<file path="src/rtl/bcm_pkg.sv">
package bcm_pkg;

  typedef enum logic {
    SEQ_PARKED = 1'b0,
    SEQ_RUN    = 1'b1
  } seq_state_e;

  // Bits needed to hold values 0 .. n-1, never less than one.
  function automatic int idx_bits(input int n);
    return (n > 1) ? $clog2(n) : 1;
  endfunction

endpackage

</file>
<file path="src/rtl/bcm_frame_in.sv">
module bcm_frame_in #(
  parameter int NCH = 32,
  parameter int WIN = 16
) (
  input  logic               clk,
  input  logic               rst_n,
  input  logic               in_valid,
  output logic               in_ready,
  input  logic [NCH*WIN-1:0] in_data,
  input  logic               consume,
  input  logic               busy,
  output logic               pending,
  output logic [NCH*WIN-1:0] frame_q
);
  localparam int FW = NCH * WIN;

  logic take;

  // The stored words stay untouched until the transposer has read them all.
  assign in_ready = !(pending || busy);
  assign take     = in_valid && in_ready;

  always_ff @(posedge clk or negedge rst_n) begin
    if (!rst_n) begin
      pending <= 1'b0;
      frame_q <= {FW{1'b0}};
    end else if (take) begin
      frame_q <= in_data;
      pending <= 1'b1;
    end else if (consume) begin
      pending <= 1'b0;
    end
  end

endmodule

</file>
<file path="src/rtl/bcm_transposer.sv">
module bcm_transposer
  import bcm_pkg::*;
#(
  parameter int NCH    = 32,
  parameter int WIN    = 16,
  parameter int NPLANE = 14
) (
  input  logic                         clk,
  input  logic                         rst_n,
  input  logic                         pending,
  input  logic [NCH*WIN-1:0]           frame_q,
  input  logic                         swap_take,
  output logic                         start,
  output logic                         busy,
  output logic                         shadow_full,
  output logic [NPLANE-1:0][NCH-1:0]   shadow
);
  localparam int DROP = WIN - NPLANE;
  localparam int IW   = idx_bits(NPLANE);
  localparam logic [IW-1:0] LAST = IW'(NPLANE - 1);

  logic [NPLANE-1:0][NCH-1:0] col;
  logic [IW-1:0]              idx;
  logic [NCH-1:0]             unused_drop;

  // Column gi gathers bit (gi + DROP) of every channel word.
  for (genvar gi = 0; gi < NPLANE; gi++) begin : g_plane
    for (genvar gj = 0; gj < NCH; gj++) begin : g_chan
      assign col[gi][gj] = frame_q[gj*WIN + DROP + gi];
    end
  end

  if (DROP > 0) begin : g_drop
    for (genvar gj = 0; gj < NCH; gj++) begin : g_low
      assign unused_drop[gj] = ^frame_q[gj*WIN +: DROP];
    end
  end else begin : g_nodrop
    assign unused_drop = '0;
  end

  assign start = pending && !busy;

  always_ff @(posedge clk or negedge rst_n) begin
    if (!rst_n) begin
      busy        <= 1'b0;
      idx         <= '0;
      shadow_full <= 1'b0;
      shadow      <= '0;
    end else if (start) begin
      busy        <= 1'b1;
      idx         <= '0;
      shadow_full <= 1'b0;
    end else if (busy) begin
      shadow[idx] <= col[idx];
      if (idx == LAST) begin
        busy        <= 1'b0;
        shadow_full <= 1'b1;
      end else begin
        idx <= idx + 1'b1;
      end
    end else if (swap_take) begin
      shadow_full <= 1'b0;
    end
  end

endmodule

</file>
<file path="src/rtl/bcm_sequencer.sv">
module bcm_sequencer
  import bcm_pkg::*;
#(
  parameter int NCH    = 32,
  parameter int NPLANE = 14,
  parameter int BASE   = 4,
  parameter int PRE    = 150
) (
  input  logic                             clk,
  input  logic                             rst_n,
  input  logic                             tick,
  input  logic                             shadow_full,
  input  logic [NPLANE-1:0][NCH-1:0]       shadow,
  output logic                             swap_take,
  output logic [NCH-1:0]                   plane_out,
  output logic                             strobe,
  output logic                             trig,
  output logic [idx_bits(NPLANE)-1:0]      cur_idx
);
  localparam int IW   = idx_bits(NPLANE);
  localparam int LMAX = BASE << (NPLANE - 1);
  localparam int CW   = idx_bits(LMAX);
  localparam logic [IW-1:0] LAST    = IW'(NPLANE - 1);
  localparam logic [CW-1:0] TRIG_AT = CW'(LMAX - PRE - 1);

  seq_state_e                 state;
  logic [IW-1:0]              p;
  logic [CW-1:0]              cnt;
  logic [CW-1:0]              end_val;
  logic [NPLANE-1:0][NCH-1:0] active;
  logic                       at_end;
  logic                       swap_pt;

  assign end_val   = CW'((BASE << p) - 1);
  assign at_end    = (state == SEQ_RUN) && tick && (cnt == end_val);
  assign swap_pt   = tick && ((state == SEQ_PARKED) || (at_end && (p == LAST)));
  assign swap_take = swap_pt && shadow_full;
  assign cur_idx   = p;

  always_ff @(posedge clk or negedge rst_n) begin
    if (!rst_n) begin
      state     <= SEQ_PARKED;
      p         <= '0;
      cnt       <= '0;
      active    <= '0;
      plane_out <= '0;
      strobe    <= 1'b0;
      trig      <= 1'b0;
    end else begin
      strobe <= 1'b0;
      trig   <= 1'b0;
      if (swap_take) begin
        active    <= shadow;
        plane_out <= shadow[0];
      end
      if (state == SEQ_PARKED) begin
        if (swap_take) begin
          state  <= SEQ_RUN;
          p      <= '0;
          cnt    <= '0;
          strobe <= 1'b1;
        end
      end else if (tick) begin
        if (cnt == end_val) begin
          cnt    <= '0;
          strobe <= 1'b1;
          if (p == LAST) begin
            p <= '0;
            if (!swap_take) plane_out <= active[0];
          end else begin
            p         <= p + 1'b1;
            plane_out <= active[p + 1'b1];
          end
        end else begin
          cnt <= cnt + 1'b1;
          if ((p == LAST) && (cnt == TRIG_AT)) trig <= 1'b1;
        end
      end
    end
  end

endmodule

</file>
<file path="src/rtl/bcm_driver.sv">
module bcm_driver
  import bcm_pkg::*;
#(
  parameter int NCH    = 32,
  parameter int WIN    = 16,
  parameter int NPLANE = 14,
  parameter int BASE   = 4,
  parameter int PRE    = 150
) (
  input  logic               clk,
  input  logic               rst_n,
  input  logic               tick,
  input  logic               in_valid,
  output logic               in_ready,
  input  logic [NCH*WIN-1:0] in_data,
  output logic [NCH-1:0]     plane_out,
  output logic               strobe,
  output logic               adc_trig
);
  localparam int IW = idx_bits(NPLANE);

  logic                       pending;
  logic [NCH*WIN-1:0]         frame_q;
  logic                       start;
  logic                       xp_busy;
  logic                       shadow_full;
  logic [NPLANE-1:0][NCH-1:0] shadow;
  logic                       swap_take;
  logic [IW-1:0]              seq_idx;

  bcm_frame_in #(.NCH(NCH), .WIN(WIN)) u_in (
    .clk      (clk),
    .rst_n    (rst_n),
    .in_valid (in_valid),
    .in_ready (in_ready),
    .in_data  (in_data),
    .consume  (start),
    .busy     (xp_busy),
    .pending  (pending),
    .frame_q  (frame_q)
  );

  bcm_transposer #(.NCH(NCH), .WIN(WIN), .NPLANE(NPLANE)) u_xp (
    .clk         (clk),
    .rst_n       (rst_n),
    .pending     (pending),
    .frame_q     (frame_q),
    .swap_take   (swap_take),
    .start       (start),
    .busy        (xp_busy),
    .shadow_full (shadow_full),
    .shadow      (shadow)
  );

  bcm_sequencer #(.NCH(NCH), .NPLANE(NPLANE), .BASE(BASE), .PRE(PRE)) u_seq (
    .clk         (clk),
    .rst_n       (rst_n),
    .tick        (tick),
    .shadow_full (shadow_full),
    .shadow      (shadow),
    .swap_take   (swap_take),
    .plane_out   (plane_out),
    .strobe      (strobe),
    .trig        (adc_trig),
    .cur_idx     (seq_idx)
  );

endmodule

</file>
<file path="config.mk">
export PLATFORM = sky130hd
export DESIGN_NAME = bcm_driver
export DESIGN_NICKNAME = d
export VERILOG_FILES = /design/src/rtl/bcm_pkg.sv /design/src/rtl/bcm_frame_in.sv /design/src/rtl/bcm_transposer.sv /design/src/rtl/bcm_sequencer.sv /design/src/rtl/bcm_driver.sv
export SDC_FILE = /design/constraint.sdc
export NUM_CORES = 2
export LEC_CHECK = 0
export BUFFER_PORTS_ARGS = -buffer_cell sky130_fd_sc_hd__buf_2
export CAP_MARGIN = 20
export CORE_ASPECT_RATIO = 1.4
export CORE_MARGIN = 4
export CORE_UTILIZATION = 35
export CTS_CLUSTER_SIZE = 10
export DETAILED_ROUTE_END_ITERATION = 6
export HOLD_SLACK_MARGIN = 0.05
export PLACE_DENSITY = 0.6
export SETUP_SLACK_MARGIN = 0.02
export SKIP_CTS_REPAIR_TIMING = 1
export SYNTH_ARGS = -nofsm -noshare
export SYNTH_HDL_FRONTEND = slang
export SYNTH_HIERARCHICAL = 1
export SYNTH_SLANG_ARGS = --single-unit
</file>
<file path="constraint.sdc">
create_clock -name clk -period 8.7 [get_ports clk]
set_clock_uncertainty 0.1 [all_clocks]
set_input_delay 2.175 -clock clk [delete_from_list [all_inputs] [get_ports clk]]
set_output_delay 2.175 -clock clk [all_outputs]
set_load 0.01 [all_outputs]
</file>
; Yosys cells after proc, flatten, opt, wreduce, memory -nomap -nowiden
; Cells that the tools add are included.
[classes]
bitwise_logic = 2
shift = 1
reduce_logical = 22
n_addsub = 4
n_mux = 43
n_eq_ne = 8
n_lt_le_gt_ge = 3
[op_table]
columns = op, n
row1 = $bwmux 448, 1
row2 = $mux 32, 9
row3 = $bmux 32 s4, 2
row4 = $demux 32 s4, 1
row5 = $mux 15, 4
row6 = $mux 4, 8
row7 = $mux 1, 18
row8 = $add 15x1->15 const B, 1
row9 = $eq 15x15->1, 1
row10 = $eq 15x15->1 const B, 1
row11 = $shl 3x4->15 const A, 1
row12 = $sub 15x2->15 const B, 1
row13 = $lt 4x5->1 const B, 2
row14 = $logic_and 1x1->1, 9
row15 = $add 4x1->4 const B, 2
row16 = $eq 4x4->1 const B, 2
row17 = $reduce_and 2->1, 4
row18 = $ne 2x2->1 const B, 3
row19 = $reduce_bool 2->1, 3
row20 = $ge 4x1->1 const B, 1
row21 = $ne 3x3->1 const B, 1
row22 = $reduce_and 3->1, 1
row23 = $reduce_bool 3->1, 1
row24 = $logic_not 1->1, 2
row25 = 2 further kinds, 4
[totals]
elab_cells = 122
ff_bits = 1469
in_bits = 516
output_inout_bits = 35

; Logic depth before layout (Yosys ltp)
[logic_depth]
depth_word = 14
ltp_mapped = 24
depth_no_buf = 14

; By module
; The synthesis kept the hierarchy.
[modules_own_cells]
columns = module, instances, cells_each, seq_area_each_um2, area_per_inst_um2
row1 = bcm_sequencer, 1, 2627, 12562.0, 23971.7
row2 = bcm_frame_in, 1, 1086, 12837.3, 21147.8
row3 = bcm_transposer, 1, 1470, 11360.9, 19677.6

; Worst setup path after synthesis
; No wires, ideal clock.
[synth_path]
path_type = reg-to-reg
start = register u_seq.p[0] (netlist: u_seq/cur_idx[0])
end = register u_xp.shadow_full
setup_slack_ps = 3328
arrival_time_ps = 5139
path_stages_with_launch = 25
setup_time_ps = 134
required_time_ps = 8466
path_buffers = 10
period_less_slack_ps = 5372
path_cell_list = dfrtp_1 > clkbuf_1 > buf_2 > buf_2 > clkbuf_1 > clkbuf_1 > inv_1 > ha_1 > clkbuf_1 > buf_2 > nand2_1 > ha_1 > buf_2 > or4b_1 > o211a_1 > a211oi_1 > o2111ai_1 > nor4b_4 > a21oi_2 > inv_2 > buf_2 > buf_2 > nor2_1 > o21ai_0 > nand2_1
[synth_between]
elab_chain_cells = 10
word_cells_on_any_way = 11
classes_between = add/sub (1) / eq/ne (2) / shift (1) / reduce/logical (7)
[synth_lines]
columns = element, line
row1 = from (decl), bcm_sequencer.sv:27  ; logic [IW-1:0] p;
row2 = from (signal assigned), bcm_sequencer.sv:71  ; p <= p + 1'b1;
row3 = $shl 3x4->15, bcm_sequencer.sv:34  ; assign end_val = CW'((BASE << p) - 1);
row4 = $sub 15x2->15, bcm_sequencer.sv:34
row5 = $eq 15x15->1, bcm_sequencer.sv:35  ; assign at_end = (state == SEQ_RUN) && tick && (cnt == end_val);
row6 = $logic_and 1x1->1, bcm_sequencer.sv:35
row7 = $logic_and 1x1->1 *, bcm_sequencer.sv:36  ; assign swap_pt = tick && ((state == SEQ_PARKED) || (at_end && (p == LAST)));
row8 = $logic_or 1x1->1 *, bcm_sequencer.sv:36
row9 = $logic_and 1x1->1 *, bcm_sequencer.sv:36
row10 = $logic_and 1x1->1 *, bcm_sequencer.sv:37  ; assign swap_take = swap_pt && shadow_full;
row11 = via swap_take, bcm_driver.sv:28  ; logic swap_take;
row12 = $reduce_bool 3->1 (no source line) *, -
row13 = $reduce_and 2->1 (no source line) *, -
row14 = to (signal assigned), bcm_transposer.sv:52  ; shadow_full <= 1'b0;
row15 = to (signal assigned), bcm_transposer.sv:57  ; shadow_full <= 1'b1;
row16 = to (signal assigned), bcm_transposer.sv:62  ; shadow_full <= 1'b0;
row17 = to (decl), bcm_transposer.sv:15  ; output logic shadow_full,
; Mark *: on every way through the listed nets, which the timed path passes. The rest lies on a longest branch.
; A chain may end at the register's enable or synchronous reset.

; Worst setup path in the final report
[layout_path]
start = register u_seq.p[0] (netlist: u_seq/cur_idx[0])
end = register u_seq.plane_out[9]
[layout_between]
elab_chain_cells = 14
word_cells_on_any_way = 18
classes_between = add/sub (2) / eq/ne (2) / shift (1) / mux (8) / reduce/logical (5)
[layout_lines]
columns = element, line
row1 = $shl 3x4->15, bcm_sequencer.sv:34
row2 = $sub 15x2->15, bcm_sequencer.sv:34
row3 = $eq 15x15->1, bcm_sequencer.sv:35
row4 = $logic_and 1x1->1, bcm_sequencer.sv:35
row5 = $logic_and 1x1->1 *, bcm_sequencer.sv:36
row6 = $logic_or 1x1->1 *, bcm_sequencer.sv:36
row7 = $logic_and 1x1->1 *, bcm_sequencer.sv:36
row8 = $logic_and 1x1->1 *, bcm_sequencer.sv:37
row9 = via swap_take, bcm_driver.sv:28
row10 = $mux 32, bcm_sequencer.sv:52  ; if (swap_take) begin
row11 = $mux 32, bcm_sequencer.sv:69  ; if (!swap_take) plane_out <= active[0];
row12 = $mux 32, bcm_sequencer.sv:67  ; if (p == LAST) begin
row13 = $mux 32, bcm_sequencer.sv:64  ; if (cnt == end_val) begin
row14 = $mux 32, bcm_sequencer.sv:63  ; end else if (tick) begin
row15 = $mux 32 *, bcm_sequencer.sv:56  ; if (state == SEQ_PARKED) begin
row16 = to (signal assigned), bcm_sequencer.sv:54  ; plane_out <= shadow[0];
row17 = to (signal assigned), bcm_sequencer.sv:69
row18 = to (signal assigned), bcm_sequencer.sv:72  ; plane_out <= active[p + 1'b1];
row19 = to (decl), bcm_sequencer.sv:15  ; output logic [NCH-1:0] plane_out,
; Mark *: on every way through the listed nets, which the timed path passes. The rest lies on a longest branch. The select of a mux whose other input is x is not followed.

==> impl_metrics.yaml <==
run_status:
  run_status: "finished, final reports clean"
grt:
  wire_length_of_the_first_global_routing_pass_um: 248000
  grt_start_max_net_pins: 211
  grt_pass1_vias: 40519
  grt.overflow.total: 0
  initial_antenna_violation_count: 44
  grt_usage_pct: 17.5
timing:
  slew-limit-headroom_pct: 29.5
  final.min_clock_period_ns: 6.11
  fin_setup_tns_ns: 0
  worst_slew_pin_slew_ns: 1.06
  setup_viol: 0
  worst_hold_slack_ns: 0.347
  slew_violations: 0
  grt_setup_unrepaired: "false"
  finalCritPeriodShare_pct: 70.3
  hold_viol_final: 0
  achievable-frequency_ghz: 0.164
setup_path:
  sort_of_element_at_the_end_of_the_critical_path: "register"
  reg2reg_from: "u_seq/cur_idx[0]$_DFFE_PN0P_"
  crit_chain: "inv_1 -> ha_4 -> nand2_1 -> ha_1 -> or4b_1 -> o211a_1 -> a211oi_1 -> o2111ai_1 -> nor4b_4 -> a21oi_4 -> inv_8 -> buf_4 -> a222oi_1 -> mux2i_1"
  delay_of_the_slowest_cell_on_the_worst_path_ns: 1.06
  count_of_cells_along_the_worst_register_to_register_path: 14
  critical_path.slowest_cell: "dfrtp_4"
  crit_fanout: 135
  worst_path_top_cell_family_by_delay: "buffers and inverters"
  arrival_ns: 6.73
  worst_ep_required_time_ns: 9.32
  worst-path-stages: 14
  crit_buf_inv: 3
  crit_path_start: "u_seq/cur_idx[0]$_DFFE_PN0P_"
  kind_of_start_point_of_the_critical_path: "register"
  crit_type: "register to register"
clocking:
  ctsHtreeMaxLevel: 4
  path_clk_slew_ns: 0.06
  clock-root-buffer: "clkbuf_16"
  insertion_delay_ns: 0.79
  cts_tree: "done"
  cts_inserted_buffers: 162
  clock_sink_count: 1405
  cts_max_path_buffers: 3
worst_hold_path:
  hold_path_class: "register to register"
  hp-start: "u_xp/shadow[436]$_DFFE_PN0P_"
  worst_hold_path_cells: 2
power:
  p_leak_uw: 0.0335
  power.density_cell_area_nw_per_um2: 357
  irDropWorstVdd_mv: 0.230
layout:
  area_growth_syn_to_layout_pct: 13.5
  final_net_count: 5966
  layout-drive-gt1-share_pct: 30.6
floorplan:
  die_x_um: 365
  die_y_um: 507
  die_area_um2: 185000
  core-area_um2: 176000
  floorplan.io_pins: 551
  initial_core_util_pct: 35.3
  row_count: 182
place:
  detailed_place_hpwl_um: 104000
  io_buffers: 486
  gp_congestion: 0.781
yosys:
  per_instance_average_area_after_synthesis_um2: 12.3
  synth.yosys.warnings: 6
  synthesis.instances: 5055
  syn_area_um2: 62300
  postSynthNetCount: 5584
routing:
  dr.first_iter.drc_count: 2831
  firstDrtPassIters: 7
  drt-total-wl_um: 163000
  vias_per_cell: 4.99
  drt.antenna.violating_nets: 0
  routedWlPerCell_um: 20.9
  drcViolationCount: 0
  vias: 38952
job:
  drv.max_cap_violation_count: 0
state kept, by name, summed over array words and instances (netlist names), 4 cells and up:
register and flops:
u_xp/idx 4, u_seq/cnt 15, u_seq/cur_idx 4, u_seq/plane_out 32, u_xp/shadow 448, u_in/frame_q 448, u_seq/active 448
path summary, 6_finish.rpt:
| check | end | slack (ns) |
|---|---|---|
| hold / removal | u_seq/active[436]$_DFFE_PN0N_ | 0.35 |
| setup reg to reg | u_seq/plane_out[9]$_DFF_PN0_ | 2.59 |
| max in group asynchronous | u_in/frame_q[13]$_DFFE_PN0P_ | 5.40 |
| hold reg to reg | u_seq/active[436]$_DFFE_PN0N_ | 0.35 |
| min in group asynchronous | u_xp/shadow[171]$_DFFE_PN0P_ | 1.20 |
| setup / recovery | u_seq/plane_out[9]$_DFF_PN0_ | 2.59 |
placed cells by master (no fill, tap or decap), drive strengths merged, types with 17 or more instances in the layout:
| cell | instances |
|---|---|
| a21oi | 34 |
| a222oi | 25 |
| buf | 557 |
| clkbuf | 178 |
| dfrtp | 1405 |
| diode | 34 |
| inv | 20 |
| mux2 | 742 |
| mux2i | 124 |
| mux4 | 159 |
| nand2 | 1712 |
| nand3 | 22 |
| nor2 | 24 |
| nor3 | 20 |
| o21ai | 208 |
| o22a | 32 |
| o22ai | 25 |
| xnor2 | 17 |
routing by layer:
metal / global-route usage, % / part of all wire (%) / up-vias
li1: - / - / 17956
met1: 21.8 / 41 / 19785
met2: 29.9 / 50 / 905
met3: 3.38 / 4.7 / 288
met4: 6.90 / 3.7 / 18
met5: 0 / 0.064 / -
stage by stage:
stage / total power, µW / area (µm²) / std cells / utilization, % / setup WS (ns)
final: 25200 / 70700 / 7806 / 40.1 / 2.59
after global routing: 26700 / 70600 / 7796 / 40.1 / 2.28
after CTS: 25600 / 70500 / 7769 / 40.0 / 2.66
after detailed placement: 19300 / 65900 / 7570 / 37.4 / 2.65
after global placement: 19000 / 65900 / 7568 / 37.4 / 2.75
after floorplan: 16600 / 62300 / 5055 / - / 3.33
where the power goes:
part	internal (µW)	total (µW)	switching, µW
registers	9030	10600	1540
clock network	3470	6130	2660
logic	4320	8540	4220
total	16800	25200	8430
worst register-to-register path: cells and delay by family (launching register included):
kind	cells	cell delay, ns
AO/OA/AOI/OAI	5	1.35
adder cells (fa/ha/maj)	2	0.71
buffers and inverters	3	1.63
flip-flops	1	1.06
multiplexers	1	0.15
AND/OR/NAND/NOR	3	1.07
area by class of cell:
cell class                 instances  area [µm²]
clock inverter                    21         415
sequential                      1405       35200
inverter                          16        67.6
fill                           16787      106000
timing repair buffer             557        3220
tap                             2300        2880
multi-input combinational       3295       24600
antenna                           34        85.1
clock buffer                     178        4190
No activity file was read; power rests on OpenSTA's default activity.
